File: src/rtl/exc_ret_pkg.sv
package exc_ret_pkg;
  typedef enum logic [1:0] {
    SRC_NONE = 2'd0,
    SRC_EXC  = 2'd1,
    SRC_SW   = 2'd2,
    SRC_CALL = 2'd3
  } wr_src_e;
endpackage

File: src/rtl/exc_ret_addr_reg.sv
module exc_ret_addr_reg
  import exc_ret_pkg::*;
#(
  parameter int PC_W = 64
) (
  input  logic            clk,
  input  logic            rst_n,
  input  logic            exc_valid,
  input  logic            exc_precise,
  input  logic [PC_W-1:0] exc_fault_pc,
  input  logic [PC_W-1:0] exc_next_pc,
  input  logic            exc_cur_priv,
  input  logic            call_valid,
  input  logic [PC_W-1:0] call_next_pc,
  input  logic            sw_wr_en,
  input  logic [PC_W-1:0] sw_wr_data,
  output logic [PC_W-1:2] pc_q,
  output logic            priv_q
);
  wr_src_e          src;
  logic [PC_W-1:2]  nxt_pc;
  logic             nxt_priv;

  // exception > software > call
  always_comb begin
    if (exc_valid)       src = SRC_EXC;
    else if (sw_wr_en)   src = SRC_SW;
    else if (call_valid) src = SRC_CALL;
    else                 src = SRC_NONE;
  end

  always_comb begin
    nxt_pc   = pc_q;
    nxt_priv = priv_q;
    unique case (src)
      SRC_EXC: begin
        nxt_pc   = exc_precise ? exc_fault_pc[PC_W-1:2] : exc_next_pc[PC_W-1:2];
        nxt_priv = exc_cur_priv;
      end
      SRC_SW: begin
        nxt_pc   = sw_wr_data[PC_W-1:2];
        nxt_priv = sw_wr_data[0];
      end
      SRC_CALL: begin
        nxt_pc   = call_next_pc[PC_W-1:2];
        nxt_priv = 1'b1;
      end
      default: ;
    endcase
  end

  always_ff @(posedge clk) begin
    if (!rst_n) begin
      pc_q   <= '0;
      priv_q <= 1'b0;
    end else begin
      pc_q   <= nxt_pc;
      priv_q <= nxt_priv;
    end
  end
endmodule

File: src/rtl/exc_ret_redirect.sv
module exc_ret_redirect #(
  parameter int PC_W = 64
) (
  input  logic            clk,
  input  logic            rst_n,
  input  logic            ret_req,
  input  logic [PC_W-1:2] pc_q,
  input  logic            priv_q,
  output logic            ret_valid,
  output logic [PC_W-1:0] ret_pc,
  output logic            ret_priv
);
  always_ff @(posedge clk) begin
    if (!rst_n) begin
      ret_valid <= 1'b0;
      ret_pc    <= '0;
      ret_priv  <= 1'b0;
    end else begin
      ret_valid <= ret_req;
      if (ret_req) begin
        ret_pc   <= {pc_q, 2'b00};
        ret_priv <= priv_q;
      end
    end
  end
endmodule

File: src/rtl/exc_ret_trap_sum.sv
module exc_ret_trap_sum #(
  parameter int SUM_W = 7
) (
  input  logic             clk,
  input  logic             rst_n,
  input  logic [SUM_W-1:0] trap_flags,
  input  logic             sum_wr_en,
  output logic [SUM_W-1:0] sum_q
);
  for (genvar b = 0; b < SUM_W; b++) begin : g_bit
    always_ff @(posedge clk) begin
      if (!rst_n)          sum_q[b] <= 1'b0;
      else if (sum_wr_en)  sum_q[b] <= trap_flags[b];
      else                 sum_q[b] <= sum_q[b] | trap_flags[b];
    end
  end
endmodule

File: src/rtl/exc_return_unit.sv
module exc_return_unit #(
  parameter int PC_W   = 64,
  parameter int SUM_LO = 10,
  parameter int SUM_HI = 16,
  localparam int SUM_W = SUM_HI - SUM_LO + 1
) (
  input  logic             clk,
  input  logic             rst_n,
  input  logic             exc_valid,
  input  logic             exc_precise,
  input  logic [PC_W-1:0]  exc_fault_pc,
  input  logic [PC_W-1:0]  exc_next_pc,
  input  logic             exc_cur_priv,
  input  logic             call_valid,
  input  logic [PC_W-1:0]  call_next_pc,
  input  logic             sw_wr_en,
  input  logic [PC_W-1:0]  sw_wr_data,
  output logic [PC_W-1:0]  addr_rd,
  input  logic             ret_req,
  output logic             ret_valid,
  output logic [PC_W-1:0]  ret_pc,
  output logic             ret_priv,
  input  logic [SUM_W-1:0] trap_flags,
  input  logic             sum_wr_en,
  output logic [SUM_W-1:0] sum_rd
);
  logic [PC_W-1:2] pc_q;
  logic            priv_q;

  exc_ret_addr_reg #(.PC_W(PC_W)) addr_i (
    .clk(clk), .rst_n(rst_n),
    .exc_valid(exc_valid), .exc_precise(exc_precise),
    .exc_fault_pc(exc_fault_pc), .exc_next_pc(exc_next_pc),
    .exc_cur_priv(exc_cur_priv),
    .call_valid(call_valid), .call_next_pc(call_next_pc),
    .sw_wr_en(sw_wr_en), .sw_wr_data(sw_wr_data),
    .pc_q(pc_q), .priv_q(priv_q)
  );

  assign addr_rd = {pc_q, 1'b0, priv_q};

  exc_ret_redirect #(.PC_W(PC_W)) redir_i (
    .clk(clk), .rst_n(rst_n), .ret_req(ret_req),
    .pc_q(pc_q), .priv_q(priv_q),
    .ret_valid(ret_valid), .ret_pc(ret_pc), .ret_priv(ret_priv)
  );

  exc_ret_trap_sum #(.SUM_W(SUM_W)) sum_i (
    .clk(clk), .rst_n(rst_n), .trap_flags(trap_flags),
    .sum_wr_en(sum_wr_en), .sum_q(sum_rd)
  );
endmodule

File: config.mk
export PLATFORM = sky130hd
export DESIGN_NAME = exc_return_unit
export DESIGN_NICKNAME = d
export VERILOG_FILES = /design/src/rtl/exc_ret_pkg.sv /design/src/rtl/exc_ret_addr_reg.sv /design/src/rtl/exc_ret_redirect.sv /design/src/rtl/exc_ret_trap_sum.sv /design/src/rtl/exc_return_unit.sv
export SDC_FILE = /design/constraint.sdc
export NUM_CORES = 1
export LEC_CHECK = 0
export BUFFER_PORTS_ARGS = -buffer_cell sky130_fd_sc_hd__buf_2
export CAP_MARGIN = 20
export CORE_MARGIN = 5
export CORE_UTILIZATION = 30
export CTS_BUF_LIST = sky130_fd_sc_hd__clkbuf_4
export DETAILED_ROUTE_END_ITERATION = 7
export GPL_ROUTABILITY_DRIVEN = 0
export SETUP_SLACK_MARGIN = 0.15
export SLEW_MARGIN = 20
export SYNTH_ARGS = -nofsm -noshare
export SYNTH_HDL_FRONTEND = slang
export SYNTH_SLANG_ARGS = --single-unit
File: constraint.sdc
create_clock -name clk -period 1.03 [get_ports clk]
set_input_delay 0.103 -clock clk [delete_from_list [all_inputs] [get_ports clk]]
set_output_delay 0.103 -clock clk [all_outputs]
set_load 0.005 [all_outputs]
==> results of run 1 <==
## stage by stage
step / power (W) / setup WS [ns] / setup TNS [ns]
6_report: 0.01347 / -0.1029 / -5.745
5_1_grt: 0.01417 / -0.1816 / -18.23
4_1_cts: 0.01328 / -0.1437 / -14.22
3_5_place_dp: 0.008593 / -0.5807 / -31.36
3_3_place_gp: 0.008558 / -0.5573 / -30.25
2_1_floorplan: 0.007277 / -0.04590 / -2.447
## synth_stat cells
| master | instances |
|---|---|
| buf_4 | 7 |
| or3_1 | 1 |
| o21ai_0 | 41 |
| nor2_1 | 23 |
| buf_2 | 30 |
| nand2_1 | 40 |
| clkbuf_2 | 5 |
| a21oi_1 | 40 |
| o32a_1 | 62 |
| nor2b_1 | 133 |
| mux2i_1 | 125 |
| dfxtp_1 | 134 |
| buf_6 | 3 |
| nor3b_2 | 1 |
| clkbuf_1 | 29 |
| nor3b_1 | 22 |
| and2_1 | 1 |
| inv_1 | 1 |
| a221oi_1 | 1 |
| o21ba_1 | 1 |
| conb_1 | 1 |
| o21a_1 | 7 |
| o21ai_1 | 22 |
## kinds of logic (layout without fill, tap and decap cells)
family | count (synthesis) | in the layout | synth area share, %
buf+inv | 75 | 711 | 5.519
other cells | 1 | 5 | 0.05533
flops | 134 | 134 | 39.58
compound gates | 174 | 174 | 17.81
mux | 125 | 125 | 18.46
simple gates | 221 | 222 | 18.57
## power groups by stage
stage,Clock [W],Sequential (W),Combinational [W]
floorplan,0,0.00590,0.00137
global route,0.00384,0.00594,0.00439
global placement,0,0.00591,0.00265
CTS,0.00359,0.00586,0.00383
finish,0.00349,0.00590,0.00409
detailed placement,0,0.00591,0.00268
## final cells by class
type	count	area (sq um)	area share, %
sequential	134	2859	22.35
timing repair buffer	678	5508	43.06
tap	285	356.6	2.788
antenna	2	5.005	0.03913
clock inverter	12	121.4	0.9488
multi-input combinational	524	3787	29.61
inverter	1	3.754	0.02935
clock buffer	20	150.1	1.174
## timing repair
action	in CTS	in global routing
hold buffers	180	0
gates cloned	2	1
resized for setup	219	54
pin swaps	0	3
setup endpoints to repair	176	155
setup buffers	59	11
endpoints found under the hold margin	70	0
## flip-flops by register name (all words and copies together) (netlist names)
name / flops
addr_i.priv_q: 1
redir_i.ret_valid: 1
redir_i.ret_priv: 1
addr_i.pc_q: 62
redir_i.ret_pc: 62
sum_i.sum_q: 7
## how the worst max path moves through the flow
stage / from / to / slack (ns) / depth (start not counted)
final: addr_i.pc_q[40] / addr_rd[40] / -0.10 / 1
after global routing: addr_i.pc_q[28] / addr_rd[28] / -0.18 / 1
after floorplan: sw_wr_en / addr_i.pc_q[10] / -0.05 / 6
after detailed placement: sw_wr_en / addr_i.pc_q[33] / -0.58 / 4
after CTS: addr_i.pc_q[40] / addr_rd[40] / -0.14 / 1
after global placement: sw_wr_en / addr_i.pc_q[35] / -0.56 / 4
## metal layers
| metal | part of all wire [%] | vias up |
|---|---|---|
| li1 | - | 3853 |
| met1 | 40 | 3796 |
| met2 | 50 | 380 |
| met3 | 6.6 | 86 |
| met4 | 3.9 | 0 |
| met5 | 0 | - |
==> out/results.ini, run 1 <==
[critical_path]
cpLargestDelayFamily=flip-flops
endpoint_kind=output port
r2r_start=addr_i.pc_q[14]
r2r_setup_slack_ns=0.13
start_kind=register
max_stage_delay_ns=0.42
crit_path_cell_trace=buf_6
cp_slowest_cell=dfxtp_4
r2r_end=redir_i.ret_pc[14]
crit_type=reg2out
critPathBufInv=1
crit_required_ns=0.93
critPathArrivalTime_ns=1.03
path_max_fanout=2
worst_r2r_path_depth=4

[cts]
cts_root_buffer=clkbuf_4
tritoncts=built
clk_latency_ns=0.52
cts_buffers=17
clock_sink_count=134
clk_path_buf_depth=2
h-tree-depth=4
clkSlewWorstSetupHoldPaths_ns=0.14

[die]
dieArea_sq_um=25700
ioPinCount=409
die_h_um=160.3
fp-row-count=55
die_x_um=160.3
fp.coreArea_sq_um=22430
initial_utilization_pct=30.21

[finish]
final_util_pct=57.02
fillCellCount=1884
layout_common_cells=buf_2, dlygate4sd3_1, nor2b_1, dfxtp_2, mux2i_1
fin_cells=1656
fin_area_sq_um=12790
final_common_cell=buf_2
areaGrowthSynthToFinish_pct=88.72
fin_nets=1628
drive_above_1_share_pct=49.31

[timing]
max_freq_ghz=0.8827
hold_viol_final=0
slew-limit-headroom_pct=53.94
skew_ns=0.02527
fin_crit_ns=1.133
setup_viol=134
min_period_over_period_pct=110.0
setup_ws_ns=-0.1029
tightestPinTransition_ns=0.6894
rsz0062_at_grt=yes
timing.final.max_slew_violations=0
whs_ns=0.05524

[logic_synthesis]
yosys.area.top_type=dfxtp_1
syn_inst=730
yosysSeqAreaShare_pct=39.58
synth_area_sq_um=6778
avgSynthCellArea_sq_um=9.285
synth_top_area_share_pct=39.58
netlist-cell-type-count=23
ys_top_cells_by_area=dfxtp_1, mux2i_1, nor2b_1, o32a_1, o21ai_0
synth-seq-cells=134
ys.warnings.count=0

[place]
dp.cells=1369
dpl.hpwl_um=18760
io_buffers=398
place_area_sq_um=9146

[power_and_ir_drop]
pwr-share-clk_pct=25.9
leakage_nw=5.881
power_density_nw_per_um2=1053
seq_power_share_pct=43.8
swShare_pct=29.88
p_comb_share_pct=30.3
irDropWorstVdd_mv=0.6121
intPower_w=0.009446
switchingPower_w=0.004025

[routing]
wl_per_cell_um=18.70
vias_per_cell=4.900
dr.first_iter.drc_count=515
ant_nets=0
first_pass_iters=5
routed-via-count=8115
wl_um=30970
remaining_drc_errors=0

[global_route]
grt_max_degree=65
grt_overflow=0
grtUsageMet2_pct=39.06
grt_pass1_vias=8558
grt_pass1_wl_um=47180
use_met3_pct=5.953
antenna_found_initial=2
grt_usage_pct=22.71
use_met1_pct=26.74
grt-busiest-layer=met2

[run]
cap_violations=0

[status]
violations=setup timing
status=finished with violations

[min_path]
hp-class=in2reg
holdPathStages=4
min-delay-start=exc_fault_pc[46]
holdPathEnd=addr_i.pc_q[46]

Power figures use the tool's default switching activity.
==> inputs of run 2 (changes only) <==
- CELL_PAD_IN_SITES_DETAIL_PLACEMENT: default -> 1
- CELL_PAD_IN_SITES_GLOBAL_PLACEMENT: default -> 1
- CORE_UTILIZATION: 30 -> 28
- PLACE_DENSITY_LB_ADDON: default -> 0.1
==> run 2 against run 1 <==
Against the previous run:
- the run still ends with setup timing left
- die area increased by 6.7%
- sequential power about the same
- first-iteration DRC count decreased by 39%
- total power increased by 3.9%
- sequential share of layout area decreased by 0.87 points
- clock-buffer cell count decreased by 3
- setup slack got worse by 0.030 ns
- critical path depth unchanged
- cell count increased by 5.8%
- cell area increased by 4.5%
- fmax decreased by 2.5%
- clock power increased by 6.3%
==> out/results.ini, run 2 (same netlist as run 1, synthesis figures left out) <==
[cts]
tritoncts=built
clock_sink_count=134  ; unchanged
clk_latency_ns=0.55  ; +0.03 ns
cts_root_buffer=clkbuf_4
h-tree-depth=4  ; unchanged
cts_buffers=17  ; unchanged
clkSlewWorstSetupHoldPaths_ns=0.13  ; about the same
clk_path_buf_depth=2  ; unchanged

[power_and_ir_drop]
power_density_nw_per_um2=1047  ; -0.55%
leakage_nw=6.115  ; +4.0%
irDropWorstVdd_mv=0.6402  ; +4.6%
total_power_w=0.01400  ; +3.9%

[timing]
rsz0062_at_grt=yes
skew_ns=0.02553  ; +0.0002572 ns
timing.final.max_slew_violations=0  ; unchanged
setup_ws_ns=-0.1325  ; -0.02957 ns
tightestPinTransition_ns=0.7841  ; +0.09471 ns
fin_crit_ns=1.162  ; +0.02957 ns
hold_viol_final=0  ; unchanged
setup_tns_ns=-10.86  ; -5.119 ns
max_freq_ghz=0.8602  ; -2.5%
whs_ns=0.05807  ; +0.002829 ns
setup_viol=134  ; unchanged
min_period_over_period_pct=112.9  ; +2.9 points
slew-limit-headroom_pct=47.61  ; -6.3 points

[finish]
top_regs=addr_i.pc_q (62), redir_i.ret_pc (62), sum_i.sum_q (7)
layout_common_cells=buf_2, dlygate4sd3_1, nor2b_1, buf_6, mux2i_1
seq_area_sq_um=2872  ; +0.44%
fin_area_sq_um=13370  ; +4.5%
final_util_pct=55.46  ; -1.6 points
areaGrowthSynthToFinish_pct=97.23
drive_above_1_share_pct=48.56  ; -0.75 points
multi_input_area_sq_um=3801  ; +0.36%
final_common_cell=buf_2
fillCellCount=2777  ; +47%
fin_nets=1682  ; +3.3%

[min_path]
holdPathEnd=addr_i.pc_q[25]
holdPathStages=4  ; unchanged
hp-class=in2reg
min-delay-start=exc_next_pc[25]

[global_route]
grt_overflow=0  ; unchanged
antenna_found_initial=4  ; +2
grt_max_degree=38  ; -42%
grt_pass1_wl_um=52790  ; +12%
grt_pass1_vias=9418  ; +10%
grt_usage_pct=24.93  ; +2.2 points

[routing]
wl_um=36830  ; +19%
first_pass_iters=4  ; -1
remaining_drc_errors=0  ; unchanged
ant_nets=0  ; unchanged
wl_per_cell_um=21.02  ; +12%
dr.first_iter.drc_count=314  ; -39%
vias_per_cell=4.824  ; -1.6%
routed-via-count=8452  ; +4.2%

[place]
io_buffers=398  ; unchanged
place_area_sq_um=9260  ; +1.2%
dpl.hpwl_um=21820  ; +16%

[critical_path]
setup.worst_path.start=addr_i.pc_q[40]
critPathArrivalTime_ns=1.06  ; +0.03 ns
critPathBufInv=1  ; unchanged
cp_slowest_cell=dfxtp_4
worst_r2r_path_depth=4  ; unchanged
crit_path_cell_trace=buf_6
cpLargestDelayFamily=flip-flops
endpoint_kind=output port
r2r_start=addr_i.pc_q[26]
cp.depth=1  ; unchanged
start_kind=register
r2r_end=redir_i.ret_pc[26]
max_stage_delay_ns=0.39  ; -0.03 ns
crit_required_ns=0.93  ; about the same
crit_type=reg2out
r2r_setup_slack_ns=0.11  ; -0.02 ns
path_max_fanout=3  ; +1

[run]
cap_violations=0  ; unchanged

[die]
initial_utilization_pct=28.12  ; -2.1 points
die_x_um=165.6  ; +3.3%
fp.coreArea_sq_um=24110  ; +7.5%
ioPinCount=409  ; unchanged
die_h_um=165.6  ; +3.3%
fp-row-count=57  ; +3.6%
dieArea_sq_um=27420  ; +6.7%

[status]
violations=setup timing
status=finished with violations

run 2: repair_timing:
item / CTS / global route
gates cloned: 1 / 0
hold buffers: 220 / 1
resized for setup: 236 / 49
setup buffers: 60 / 19
endpoints found under the setup margin: 174 / 165
pin swaps: 0 / 7
endpoints found under the hold margin: 75 / 1
run 2: worst max-delay path by stage:
stage | endpoint | slack, ns
finish | addr_rd[40] | -0.13
global route | addr_rd[40] | -0.22
CTS | addr_rd[40] | -0.20
detailed placement | addr_i.pc_q[62] | -0.68
global placement | addr_i.pc_q[55] | -0.64
floorplan | addr_i.pc_q[10] | -0.05
run 2: tightest hold or removal path: stages:
cell,delay (ns)
buf_2,0.08
mux2i_1,0.07
o32a_1,0.18
a21oi_1,0.13
run 2: power by group:
group / total, W / internal, W / switching [W]
sequential: 0.00590 / 0.00561 / 0.000291
clock: 0.00371 / 0.00144 / 0.00227
combinational: 0.00439 / 0.00266 / 0.00173
total: 0.0140 / 0.00971 / 0.00429
run 2: area by class of cell:
type	instances	area share (%)
Clock inverter	15	1.151
Sequential cell	134	21.48
Tap cell	324	3.033
Clock buffer	17	0.9547
Inverter	1	0.02808
Antenna cell	5	0.09360
Timing Repair Buffer	732	44.82
Multi-Input combinational cell	524	28.44
run 2: routing by layer:
layer  routed length [um]  track usage (%)  up-vias  part of all wire (%)
li1                     -                -     3970                     -
met1                13830            26.36     4064                    38
met2                18680            45.60      340                    51
met3                 2800            7.049       78                   7.6
met4                 1520            11.62        0                   4.1
met5                    0                0        -                     0
run 2: through the flow:
stage	std cells	setup slack (ns)
finish	1752	-0.1325
global route	1751	-0.2221
CTS	1728	-0.1999
detailed placement	1415	-0.6803
global placement	1415	-0.6392
floorplan	732	-0.04590
==> inputs of run 3 (changes only) <==
- ABC_AREA: default -> 1
- CORE_UTILIZATION: 28 -> 27
- SYNTH_HIERARCHICAL: default -> 1
==> run 3 against run 2 <==
Against the previous run:
- total power rose by 14%
- critical path type unchanged
- first-iteration DRC count rose by 47%
- sequential power rose by 2%
- register-to-register slack got worse by 0.08 ns
- via count rose by 31%
- synthesized area rose by 15%
- synthesized cell count rose by 88%
- the run still ends with setup timing left
- non-clock buffer count rose by 28
- clock skew rose by 0.0021 ns
==> out/results.ini, run 3 <==
[routing]
ant_nets=0  ; unchanged
first_pass_iters=5  ; +1
dr.first_iter.drc_count=461  ; +47%
routed-via-count=11070  ; +31%
wl_per_cell_um=17.39  ; -17%
wl_um=42880  ; +16%
vias_per_cell=4.489  ; -7.0%
remaining_drc_errors=0  ; unchanged

[logic_synthesis]
synth-edff-count=0  ; unchanged
synth_top_cells_by_count=nand2_1, inv_1, nand3_1
synth_area_sq_um=7814  ; +15%
synthFlopType=dfxtp_1
yosysSeqAreaShare_pct=34.33  ; -5.2 points
async_flop_share_pct=0  ; unchanged
synth-seq-cells=134  ; unchanged
avgSynthCellArea_sq_um=5.708  ; -39%
yosysMostFrequentCell=nand2_1
yosys.area.top_type=dfxtp_1
syn_inst=1369  ; +88%
netlist-cell-type-count=21  ; -8.7%
ys_top_cells_by_area=dfxtp_1, nand2_1, nand3_1, inv_1, nor2_1
ys.warnings.count=6  ; +6
synth_top_area_share_pct=34.33  ; -5.2 points

[cts]
clock_sink_count=134  ; unchanged
h-tree-depth=4  ; unchanged
cts_buffers=17  ; unchanged
cts_root_buffer=clkbuf_4
clk_path_buf_depth=2  ; unchanged
tritoncts=built
clkSlewWorstSetupHoldPaths_ns=0.15  ; +0.02 ns
clk_latency_ns=0.54  ; about the same

[global_route]
antenna_found_initial=10  ; +6
grt_pass1_wl_um=64650  ; +22%
grt_max_degree=61  ; +61%
grt_overflow=0  ; unchanged
grt_usage_pct=24.64  ; -0.29 points
grt_pass1_vias=12040  ; +28%

[critical_path]
r2r_start=addr_i/pc_q[43]
r2r_setup_slack_ns=0.03  ; -0.08 ns
worst_r2r_path_depth=6  ; +2
critPathBufInv=1  ; unchanged
crit_type=reg2out
crit_path_cell_trace=buf_6
crit_required_ns=0.93  ; about the same
critPathArrivalTime_ns=1.05  ; about the same
path_max_fanout=2  ; -1
r2r_end=addr_i/pc_q[43]
max_stage_delay_ns=0.40  ; about the same
start_kind=register
endpoint_kind=output port
cpLargestDelayFamily=flip-flops
cp_slowest_cell=dfxtp_2

[power_and_ir_drop]
leakage_nw=8.338  ; +36%
switchingPower_w=0.004931  ; +15%
seq_power_share_pct=37.4  ; -4.8 points
intPower_w=0.01110  ; +14%
power_density_nw_per_um2=1076  ; +2.7%
irDropWorstVdd_mv=0.5757  ; -10%
pwr-share-clk_pct=30.9  ; +4.4 points
p_comb_share_pct=31.7  ; +0.4 points
swShare_pct=30.76  ; +0.13 points

[timing]
timing.final.max_slew_violations=0  ; unchanged
hold_viol_final=0  ; unchanged
setup_viol=134  ; unchanged
max_freq_ghz=0.8708  ; +1.2%
skew_ns=0.02758  ; +0.002056 ns
min_period_over_period_pct=111.5  ; -1.4 points
rsz0062_at_grt=yes
fin_crit_ns=1.148  ; -0.01413 ns
whs_ns=0.05524  ; -0.002831 ns
setup_tns_ns=-8.921  ; +1.943 ns
setup_ws_ns=-0.1184  ; +0.01413 ns

[die]
dieArea_sq_um=32440  ; +18%
fp-row-count=62  ; +8.8%
die_h_um=180.1  ; +8.8%
fp.coreArea_sq_um=28630  ; +19%
initial_utilization_pct=27.30  ; -0.82 points
die_x_um=180.1  ; +8.8%
ioPinCount=409  ; unchanged

[finish]
top_regs=addr_i/pc_q (62), redir_i/ret_pc (62), sum_i/sum_q (7)
final_util_pct=52.05  ; -3.4 points
fin_nets=2330  ; +39%
drive_above_1_share_pct=36.46  ; -12 points
layout_common_cells=nand2_1, buf_2, dlygate4sd3_1, inv_1, nand3_1
final_common_cell=nand2_1
areaGrowthSynthToFinish_pct=90.70
seq_area_sq_um=2863  ; -0.30%
fillCellCount=3750  ; +35%
multi_input_area_sq_um=3885  ; +2.2%

[min_path]
holdPathEnd=redir_i/ret_pc[46]
hp-class=in2reg
min-delay-start=rst_n
holdPathStages=4  ; unchanged

[place]
io_buffers=398  ; unchanged
dpl.hpwl_um=25790  ; +18%
place_ws_ns=-0.2040  ; +0.4763 ns

[status]
status=finished with violations
violations=setup timing

[run]
cap_violations=0  ; unchanged

## run 3: cell count changes in the layout (fill, tap and decap cells not counted), sizes merged, moves of 10 or more
cell	previous run	this run
a21oi	40	7
nand2	40	494
mux2i	125	0
inv	3	241
nor3b	23	0
nand3	0	186
dlygate4sd3	220	256
buf	512	502
o32a	62	0
nor2	23	143
nor2b	134	0
## run 3: kinds of logic (layout without fill, tap and decap cells)
group | count (synthesis) | after routing | share of synthesized area, %
AO/OA/AOI/OAI | 72 | 72 | 4.772
buffers and inverters | 338 | 1039 | 18.13
flip-flops | 134 | 134 | 34.33
other | 2 | 14 | 0.09611
AND/OR/NAND/NOR | 823 | 823 | 42.67
## run 3: metal layers
| metal | track usage [%] | vias to the layer above | wire length, um |
|---|---|---|---|
| met2 | 44.73 | 372 | 21600 |
| li1 | - | 5456 | - |
| met1 | 27.76 | 5127 | 17430 |
| met3 | 5.046 | 114 | 2050 |
| met4 | 11.16 | 0 | 1802 |
| met5 | 0 | - | 0 |
## run 3: worst max path at each step
stage          slack (ns)             from              end  depth (start not counted)
2_1_floorplan        0.04       call_valid  addr_i/pc_q[49]                          9
6_report            -0.12   addr_i/pc_q[5]       addr_rd[5]                          1
4_1_cts             -0.18  addr_i/pc_q[48]      addr_rd[48]                          1
3_5_place_dp        -0.20         sw_wr_en  addr_i/pc_q[12]                          9
5_1_grt             -0.20   addr_i/pc_q[5]       addr_rd[5]                          1
3_3_place_gp        -0.18         sw_wr_en  addr_i/pc_q[21]                          9
## run 3: through the flow
step | total power [W] | instance area (sq um) | cells
final | 0.01603 | 14900 | 2466
after detailed placement | 0.009283 | 10360 | 2100
after floorplan | 0.007658 | 7871 | 1370
after CTS | 0.01572 | 14360 | 2445
after global routing | 0.01690 | 14900 | 2466
after global placement | 0.009232 | 10360 | 2100
## run 3: area by class of cell
class	count	area share (%)
inverter	247	6.222
multi-input combinational	898	26.07
antenna	11	0.1847
sequential	134	19.21
clock inverter	13	1.696
timing repair buffer	760	42.43
tap	384	3.224
clock buffer	19	0.9573
## run 3: power by group through the flow
stage,clock network (W),logic (W),registers (W)
after detailed placement,0,0.00329,0.00599
after CTS,0.00510,0.00467,0.00595
after global routing,0.00530,0.00556,0.00604
after floorplan,0,0.00169,0.00597
final,0.00495,0.00509,0.00599
after global placement,0,0.00325,0.00599
## run 3: what timing repair did
| action | 4_1_cts | 5_1_grt |
|---|---|---|
| cloned | 0 | 2 |
| setup endpoints to repair | 134 | 238 |
| hold endpoints to repair | 117 | 5 |
| hold buffers | 256 | 1 |
| setup buffers | 57 | 8 |
| gates resized for setup | 225 | 120 |
| pin swaps | 0 | 27 |
